[src/rtl/aclk_pkg.sv]
package aclk_pkg;

  typedef enum logic [1:0] {
    FMT_I2S = 2'd0,
    FMT_LJ  = 2'd1,
    FMT_RJ  = 2'd2,
    FMT_DSP = 2'd3
  } fmt_e;

  typedef struct packed {
    logic       slave;
    logic       inv_b;
    logic       inv_l;
    logic [3:0] dcode;
    logic [2:0] fcode;
    logic [1:0] wsz;
    fmt_e       fmt;
    logic [1:0] spare;
  } ctl_t;

  // module clocks per bit-clock period for a divide code
  function automatic int unsigned div_of(input int unsigned code);
    if (code == 0)           return 1;
    else if (code == 1)      return 2;
    else if (code[0] == 1'b0) return 32'd1 << (code / 2 + 1);
    else                     return 32'd3 << ((code - 1) / 2);
  endfunction

  function automatic int unsigned word_bits(input logic [1:0] w);
    case (w)
      2'd0:    return 8;
      2'd1:    return 16;
      2'd2:    return 20;
      default: return 24;
    endcase
  endfunction

endpackage

[src/rtl/aclk_bclk_div.sv]
module aclk_bclk_div #(
  parameter int HALF_W = 7
) (
  input  logic              clk_i,
  input  logic              rst_ni,
  input  logic              run_i,
  input  logic              bypass_i,
  input  logic [HALF_W-1:0] half_m1_i,
  output logic              bclk_o,
  output logic              per_end_o
);

  logic [HALF_W-1:0] cnt_q, cnt_d;
  logic              tgl_q, tgl_d;
  logic              at_half;

  always_comb begin
    cnt_d     = cnt_q;
    tgl_d     = tgl_q;
    per_end_o = 1'b0;
    at_half   = (cnt_q == half_m1_i);
    if (!run_i) begin
      cnt_d = '0;
      tgl_d = 1'b0;
    end else if (bypass_i) begin
      cnt_d     = '0;
      tgl_d     = 1'b0;
      per_end_o = 1'b1;
    end else if (at_half) begin
      cnt_d     = '0;
      tgl_d     = ~tgl_q;
      per_end_o = tgl_q;
    end else begin
      cnt_d = cnt_q + 1'b1;
    end
  end

  always_ff @(posedge clk_i or negedge rst_ni) begin
    if (!rst_ni) begin
      cnt_q <= '0;
      tgl_q <= 1'b0;
    end else begin
      cnt_q <= cnt_d;
      tgl_q <= tgl_d;
    end
  end

  assign bclk_o = tgl_q;

endmodule

[src/rtl/aclk_frame_ctr.sv]
module aclk_frame_ctr #(
  parameter int POS_W = 8
) (
  input  logic             clk_i,
  input  logic             rst_ni,
  input  logic             run_i,
  input  logic             step_i,
  input  logic [POS_W-1:0] last_i,
  output logic [POS_W-1:0] pos_o,
  output logic             frame_end_o
);

  logic [POS_W-1:0] pos_q, pos_d;
  logic             wrap;

  always_comb begin
    wrap        = (pos_q == last_i);
    frame_end_o = run_i & step_i & wrap;
    pos_d       = pos_q;
    if (!run_i)      pos_d = '0;
    else if (step_i) pos_d = wrap ? '0 : pos_q + 1'b1;
  end

  always_ff @(posedge clk_i or negedge rst_ni) begin
    if (!rst_ni) pos_q <= '0;
    else         pos_q <= pos_d;
  end

  assign pos_o = pos_q;

endmodule

[src/rtl/aclk_slot_dec.sv]
module aclk_slot_dec
  import aclk_pkg::*;
#(
  parameter int POS_W = 8,
  parameter int FC_W  = 3
) (
  input  logic [POS_W-1:0] pos_i,
  input  logic [FC_W-1:0]  fcode_i,
  input  logic [1:0]       wsz_i,
  input  fmt_e             fmt_i,
  output logic             lrck_o,
  output logic             msb_o,
  output logic             chan_o
);

  always_comb begin
    int unsigned p, h, sw;
    p  = 32'(pos_i);
    h  = 32'd8 << fcode_i;
    sw = word_bits(wsz_i);
    if (sw > h) sw = h;
    case (fmt_i)
      FMT_I2S: begin
        lrck_o = (p >= h);
        msb_o  = (p == 1) || (p == h + 1);
        chan_o = (p == 0) || (p > h);
      end
      FMT_LJ: begin
        lrck_o = (p < h);
        msb_o  = (p == 0) || (p == h);
        chan_o = (p >= h);
      end
      FMT_RJ: begin
        lrck_o = (p < h);
        msb_o  = (p == h - sw) || (p == 2 * h - sw);
        chan_o = (p >= h);
      end
      default: begin
        lrck_o = (p == 0);
        msb_o  = (p == 1) || (p == sw + 1);
        chan_o = (p > sw);
      end
    endcase
  end

endmodule

[src/rtl/aclk_gen.sv]
module aclk_gen
  import aclk_pkg::*;
#(
  parameter int DCODE_MAX = 13,
  parameter int FCODE_MAX = 4
) (
  input  logic        clk_i,
  input  logic        rst_ni,
  input  logic [15:0] ctrl_i,
  input  logic        ext_bclk_i,
  input  logic        ext_lrck_i,
  output logic        bclk_o,
  output logic        bclk_oe_o,
  output logic        lrck_o,
  output logic        lrck_oe_o,
  output logic        msb_o,
  output logic        chan_o
);

  localparam int DIV_MAX = div_of(DCODE_MAX);
  localparam int HALF_W  = $clog2(DIV_MAX / 2 + 1);
  localparam int POS_W   = FCODE_MAX + 4;
  localparam int FC_W    = 3;

  // reset: asserted asynchronously, released on the clock
  logic [1:0] rst_sync_q;
  logic       rst_n;
  always_ff @(posedge clk_i or negedge rst_ni) begin
    if (!rst_ni) rst_sync_q <= 2'b00;
    else         rst_sync_q <= {rst_sync_q[0], 1'b1};
  end
  assign rst_n = rst_sync_q[1];

  ctl_t             act_q, act_d;
  logic             run, bypass, per_end, frame_end, bclk_div_q;
  logic [3:0]       dc;
  logic [FC_W-1:0]  fc;
  logic [HALF_W-1:0] half_m1;
  logic [POS_W-1:0] pos_q, last_pos;
  logic             lrck_raw, msb_raw, chan_raw;

  // active copy: follows the input in slave role, else reloads at frame end
  always_comb begin
    act_d = act_q;
    if (act_q.slave || frame_end) act_d = ctl_t'(ctrl_i);
  end

  always_ff @(posedge clk_i or negedge rst_n) begin
    if (!rst_n) act_q <= ctl_t'(16'h8000);
    else        act_q <= act_d;
  end

  always_comb begin
    int unsigned div;
    dc       = (act_q.dcode > 4'(DCODE_MAX)) ? 4'(DCODE_MAX) : act_q.dcode;
    fc       = (act_q.fcode > FC_W'(FCODE_MAX)) ? FC_W'(FCODE_MAX) : act_q.fcode;
    div      = div_of(32'(dc));
    bypass   = (dc == 4'd0);
    half_m1  = bypass ? '0 : HALF_W'(div / 2 - 1);
    last_pos = POS_W'((32'd16 << fc) - 1);
    run      = ~act_q.slave;
  end

  aclk_bclk_div #(.HALF_W(HALF_W)) div_i (
    .clk_i     (clk_i),
    .rst_ni    (rst_n),
    .run_i     (run),
    .bypass_i  (bypass),
    .half_m1_i (half_m1),
    .bclk_o    (bclk_div_q),
    .per_end_o (per_end)
  );

  aclk_frame_ctr #(.POS_W(POS_W)) frm_i (
    .clk_i       (clk_i),
    .rst_ni      (rst_n),
    .run_i       (run),
    .step_i      (per_end),
    .last_i      (last_pos),
    .pos_o       (pos_q),
    .frame_end_o (frame_end)
  );

  aclk_slot_dec #(.POS_W(POS_W), .FC_W(FC_W)) dec_i (
    .pos_i   (pos_q),
    .fcode_i (fc),
    .wsz_i   (act_q.wsz),
    .fmt_i   (act_q.fmt),
    .lrck_o  (lrck_raw),
    .msb_o   (msb_raw),
    .chan_o  (chan_raw)
  );

  // pad side: index 0 bit clock, index 1 frame clock
  logic [1:0] int_clk, ext_clk, inv, pad;
  assign int_clk = {lrck_raw, (bypass ? ~clk_i : bclk_div_q)};
  assign ext_clk = {ext_lrck_i, ext_bclk_i};
  assign inv     = {act_q.inv_l, act_q.inv_b};

  for (genvar g = 0; g < 2; g++) begin : g_pad
    assign pad[g] = (run ? int_clk[g] : ext_clk[g]) ^ inv[g];
  end

  assign bclk_o    = pad[0];
  assign lrck_o    = pad[1];
  assign bclk_oe_o = run;
  assign lrck_oe_o = run;
  assign msb_o     = run & msb_raw;
  assign chan_o    = run & chan_raw;

endmodule

[config.mk]
export PLATFORM = sky130hd
export DESIGN_NAME = aclk_gen
export DESIGN_NICKNAME = d
export VERILOG_FILES = /design/src/rtl/aclk_pkg.sv /design/src/rtl/aclk_bclk_div.sv /design/src/rtl/aclk_frame_ctr.sv /design/src/rtl/aclk_slot_dec.sv /design/src/rtl/aclk_gen.sv
export SDC_FILE = /design/constraint.sdc
export NUM_CORES = 1
export LEC_CHECK = 0
export ABC_CLOCK_PERIOD_IN_PS = 5800
export BUFFER_PORTS_ARGS = -buffer_cell sky130_fd_sc_hd__clkbuf_2
export CAP_MARGIN = 20
export CELL_PAD_IN_SITES_DETAIL_PLACEMENT = 0
export CELL_PAD_IN_SITES_GLOBAL_PLACEMENT = 1
export CORE_MARGIN = 4
export CORE_UTILIZATION = 25
export CTS_CLUSTER_DIAMETER = 50
export DETAILED_ROUTE_END_ITERATION = 12
export HOLD_SLACK_MARGIN = 0.03
export PLACE_DENSITY = 0.51
export SYNTH_ARGS = -nofsm -noshare
export SYNTH_HDL_FRONTEND = slang
export SYNTH_SLANG_ARGS = --single-unit
[constraint.sdc]
create_clock -name clk_i -period 5.8 [get_ports clk_i]
set_clock_uncertainty 0.2 [all_clocks]
set_input_delay 1.16 -clock clk_i [delete_from_list [all_inputs] [get_ports clk_i]]
set_output_delay 1.16 -clock clk_i [all_outputs]
set_load 0.005 [all_outputs]
==> results.md <==
- The site row count is 43.
- Summed over all nets, the half-perimeter wirelength after detailed placement is 6.881 mm.
- In this run the vertical extent of the chip is 127.5 microns.
- The final route contains 3,067 vias.
- In this run, the number of DRC markers left after iteration 0 of detailed routing was 157.
- The headroom to the max-slew limit is 53.01%.
- The final setup violation count is 0.
- Along the worst path, the maximum fanout reaches 4.
- sky130_fd_sc_hd__dfrtp_1 takes more of the synthesized area than any other cell.
- Fill cells in the final layout number 1,471.
- The number of iterations in the first detailed-routing pass is 6.
- The area growth from synthesis to final layout is 19.31%.
- The leakage power figure is 1.922 nW.
- The clock period could shrink to 5.692 ns.
- The library cell used most frequently in the layout, excluding fill and tap cells, is sky130_fd_sc_hd__ha_1.
- The total wirelength of the detailed-routed design is 9.134 mm.
- The die footprint is 16,260 sq um.
- The die extent in x is 127.5 microns.
- The path depth of the worst reg2reg path is 15.
- Routability-driven placement finished with a final weighted congestion of 0.7706.
- The startpoint type of the worst setup path is a flip-flop.
- The via count of the first global-routing pass is 3,037.
- The startpoint identified for the worst register-to-register timing path is act_q[12]$_DFFE_PN0P_.
- The number of slew-limit violations in the final report is 0.
- The register bit total from synthesis is 32.
- Clock latency on the worst-skew pair, taken at its later pin, is 0.39 ns.
- The post-detailed-route via-to-cell ratio is 4.777.
- After detailed routing, the average wire length per cell comes to 14.23 microns.
- The unique cell type count in the Yosys netlist is 74.
- The total count of hold-check failures in the final report is 0.
- In this run the worst hold path is classified as reg2async.
- The critical path data required time is 4.44 ns.
- Setup repair after global routing could not meet its margin everywhere.
- Pin placement for this block handled 26 I/O pins.
- In the layout the commonest cells are sky130_fd_sc_hd__ha_1, sky130_fd_sc_hd__dfrtp_1, sky130_fd_sc_hd__nor2_1.
- After synthesis, flip-flops and latches occupy 22.47% of the total area.
- After layout, the design draws a total of 1.203 mW.
- The accumulated negative setup slack is 0 ns.
- For this run, design rule violations remaining after detail routing come to 0.
- The antenna cell count is 0.
- The setup check on the worst reg-to-reg path leaves a slack of 1.09 ns.
- The Yosys step of the flow raised 0 warnings.
- Entering global routing, the biggest net connects 24 pins.
- The average instance area after synthesis is 8.602 sq um.
- The register cell area after layout is 802.0 sq um.
- Sorting the synthesized cells by area gives the leading types as sky130_fd_sc_hd__dfrtp_1, sky130_fd_sc_hd__ha_1, sky130_fd_sc_hd__xnor2_1.
- Global routing used 11.75% of the available tracks.
- The core region area is 13,930 sq um.
- The fmax is 0.1757 GHz.
- The area of the multi-input gates is 2618 sq um.
- The initial utilization of the core area, before any placement, comes to 25.62%.
- The async set-reset flop share out of synthesis is 100.0%.
- Clock-pin slew was measured on the worst setup and hold paths at 0.05 ns.
- For the worst setup path, the data arrival time is 4.33 ns.
- The combined area of all synthesized cells is 3570 sq um.
- The worst path uses 98.13% of the clock period.
- The first global-routing pass estimated 15.39 mm of wire.
- In this run the cell area measured after placement is 3904 sq um.
- The category of the most critical setup path is reg2out.
- The clock tree from TritonCTS is done.
- After technology mapping, the gate count stands at 415.
- The post-detailed-route count of antenna-violating nets is 0.
- The number of antenna violations at the first check in global routing is 0.
- The actual transition at the worst max-transition pin is 0.7048 ns.
- Across the run, the number of max-cap violations was 0.
- In this run the power density over the cells is 282.5 nW/um^2.
- The post-route cell area is 4259 sq um.
- In this run the tool buffered the top-level ports with 23 buffer cells.
- VDD sags by at most 0.1232 mV.
- In this run the biggest area consumer among cell types represents 21.73% of the synthesized area.
- STA classifies the critical path endpoint as an output pin.
- In this run, synthesis inferred 0 flip-flops with an integrated enable.
- The number of nets in the layout is 521.
- The fraction of layout cells with a size suffix above 1 is 20.78%.
- The flip-flop cell with the highest count after synthesis is sky130_fd_sc_hd__dfrtp_1.
- The endpoint of the worst-slack reg-to-reg timing path is act_q[5]$_DFFE_PN0P_.
- The aggregate global routing overflow is 0.
- The flow ran to the end, and the final reports show no timing, DRC or antenna violations.
==> cell usage after synthesis, types with 4 or more instances <==
master                     number
sky130_fd_sc_hd__a21o_1         4
sky130_fd_sc_hd__a21oi_1       19
sky130_fd_sc_hd__and3_1         6
sky130_fd_sc_hd__buf_6          4
sky130_fd_sc_hd__clkbuf_1      10
sky130_fd_sc_hd__dfrtp_1       31
sky130_fd_sc_hd__ha_1          38
sky130_fd_sc_hd__inv_1         26
sky130_fd_sc_hd__mux2_2         7
sky130_fd_sc_hd__mux2_4         9
sky130_fd_sc_hd__mux2i_1        8
sky130_fd_sc_hd__nand2_1       23
sky130_fd_sc_hd__nand2b_1       8
sky130_fd_sc_hd__nand3_1       15
sky130_fd_sc_hd__nor2_1        29
sky130_fd_sc_hd__nor2b_1       11
sky130_fd_sc_hd__nor3_1        13
sky130_fd_sc_hd__o211ai_1       4
sky130_fd_sc_hd__o21a_1         6
sky130_fd_sc_hd__o21ai_0       22
sky130_fd_sc_hd__o31ai_1        6
sky130_fd_sc_hd__or2_2          4
sky130_fd_sc_hd__xnor2_1       20
sky130_fd_sc_hd__xor2_1         9
==> per-layer routing <==
layer	routed length, microns	global-route usage (%)	part of all wire, %
met1	4617	15.95	51
met2	4282	19.17	47
met3	178	2.090	1.9
met4	55	3.281	0.60
met5	0	0	0
==> worst max-delay path: stages (launching register included) <==
cell and delay, ns:
sky130_fd_sc_hd__dfrtp_1 0.38, sky130_fd_sc_hd__nor2_2 0.15, sky130_fd_sc_hd__nand2_2 0.09, sky130_fd_sc_hd__ha_4 0.29
sky130_fd_sc_hd__mux2i_1 0.20, sky130_fd_sc_hd__nor3_1 0.07, sky130_fd_sc_hd__o22ai_1 0.13, sky130_fd_sc_hd__o21ai_1 0.11
sky130_fd_sc_hd__ha_1 0.32, sky130_fd_sc_hd__nand3_2 0.07, sky130_fd_sc_hd__a21oi_2 0.18, sky130_fd_sc_hd__a41o_1 0.21
sky130_fd_sc_hd__o21a_1 0.13, sky130_fd_sc_hd__nor2_1 0.04, sky130_fd_sc_hd__ha_1 0.25, sky130_fd_sc_hd__nand4b_1 0.09
sky130_fd_sc_hd__or4_1 0.49, sky130_fd_sc_hd__nor4_2 0.15, sky130_fd_sc_hd__o211ai_1 0.17, sky130_fd_sc_hd__a311oi_1 0.27
sky130_fd_sc_hd__buf_2 0.16
==> worst max-delay path by stage <==
| stage | slack, ns | start | to | depth (start not counted) |
|---|---|---|---|---|
| 6_report | 0.11 | act_q[8]$_DFFE_PN0P_ | msb_o | 20 |
| 5_1_grt | -0.23 | act_q[8]$_DFFE_PN0P_ | msb_o | 20 |
| 4_1_cts | -0.05 | act_q[4]$_DFFE_PN0P_ | msb_o | 21 |
| 3_5_place_dp | 0.02 | act_q[4]$_DFFE_PN0P_ | msb_o | 21 |
| 3_3_place_gp | 0.11 | act_q[4]$_DFFE_PN0P_ | msb_o | 21 |
| 2_1_floorplan | 0.37 | act_q[7]$_DFFE_PN0P_ | msb_o | 20 |
==> registers in the layout, indices dropped and copies added, names as in the netlist <==
register	flops
div_i.bclk_o	1
act_q	14
div_i.cnt_q	7
frm_i.pos_o	8
rst_sync_q	2
==> cell type report <==
| class | instances | area share, % |
|---|---|---|
| multi-input combinational | 346 | 61.46 |
| sequential | 32 | 18.83 |
| clock buffer | 10 | 4.906 |
| tap | 180 | 5.288 |
| clock inverter | 1 | 0.1175 |
| inverter | 26 | 2.291 |
| timing repair buffer | 47 | 7.109 |
==> where the power goes <==
part | total (mW) | leakage (nW) | switching (mW) | internal [mW]
Sequential | 0.341 | 0.385 | 0.0727 | 0.268
Clock | 0.360 | 0.118 | 0.111 | 0.249
Combinational | 0.502 | 1.42 | 0.252 | 0.250
==> through the flow <==
stage               worst slack, ns  utilization, %  std cells  hold slack (ns)
global route                -0.2255           30.56        642           0.1057
global placement             0.1063           28.01        620        -0.001439
finish                       0.1085           30.56        642          0.06403
floorplan                    0.3701               -        428           0.1312
detailed placement          0.02313           28.01        620        -0.008719
CTS                        -0.04817           30.37        640          0.07944
==> cells by family after synthesis <==
logic type	share of synthesized area, %
other cells	0.2104
simple gates	21.35
buf+inv	7.010
fa+ha+maj	13.88
compound gates	19.73
flops	22.47
mux	8.237
xor+xnor	7.115
==> timing repair <==
item                                   4_1_cts  5_1_grt
cloned                                       0        0
setup endpoints to repair                    1        1
endpoints found under the hold margin        9        0
resized for setup                           11        5
setup buffers                                8        2
hold buffers                                 2        0
pin swaps                                   13        8
No activity file was read; power rests on OpenSTA's default activity.
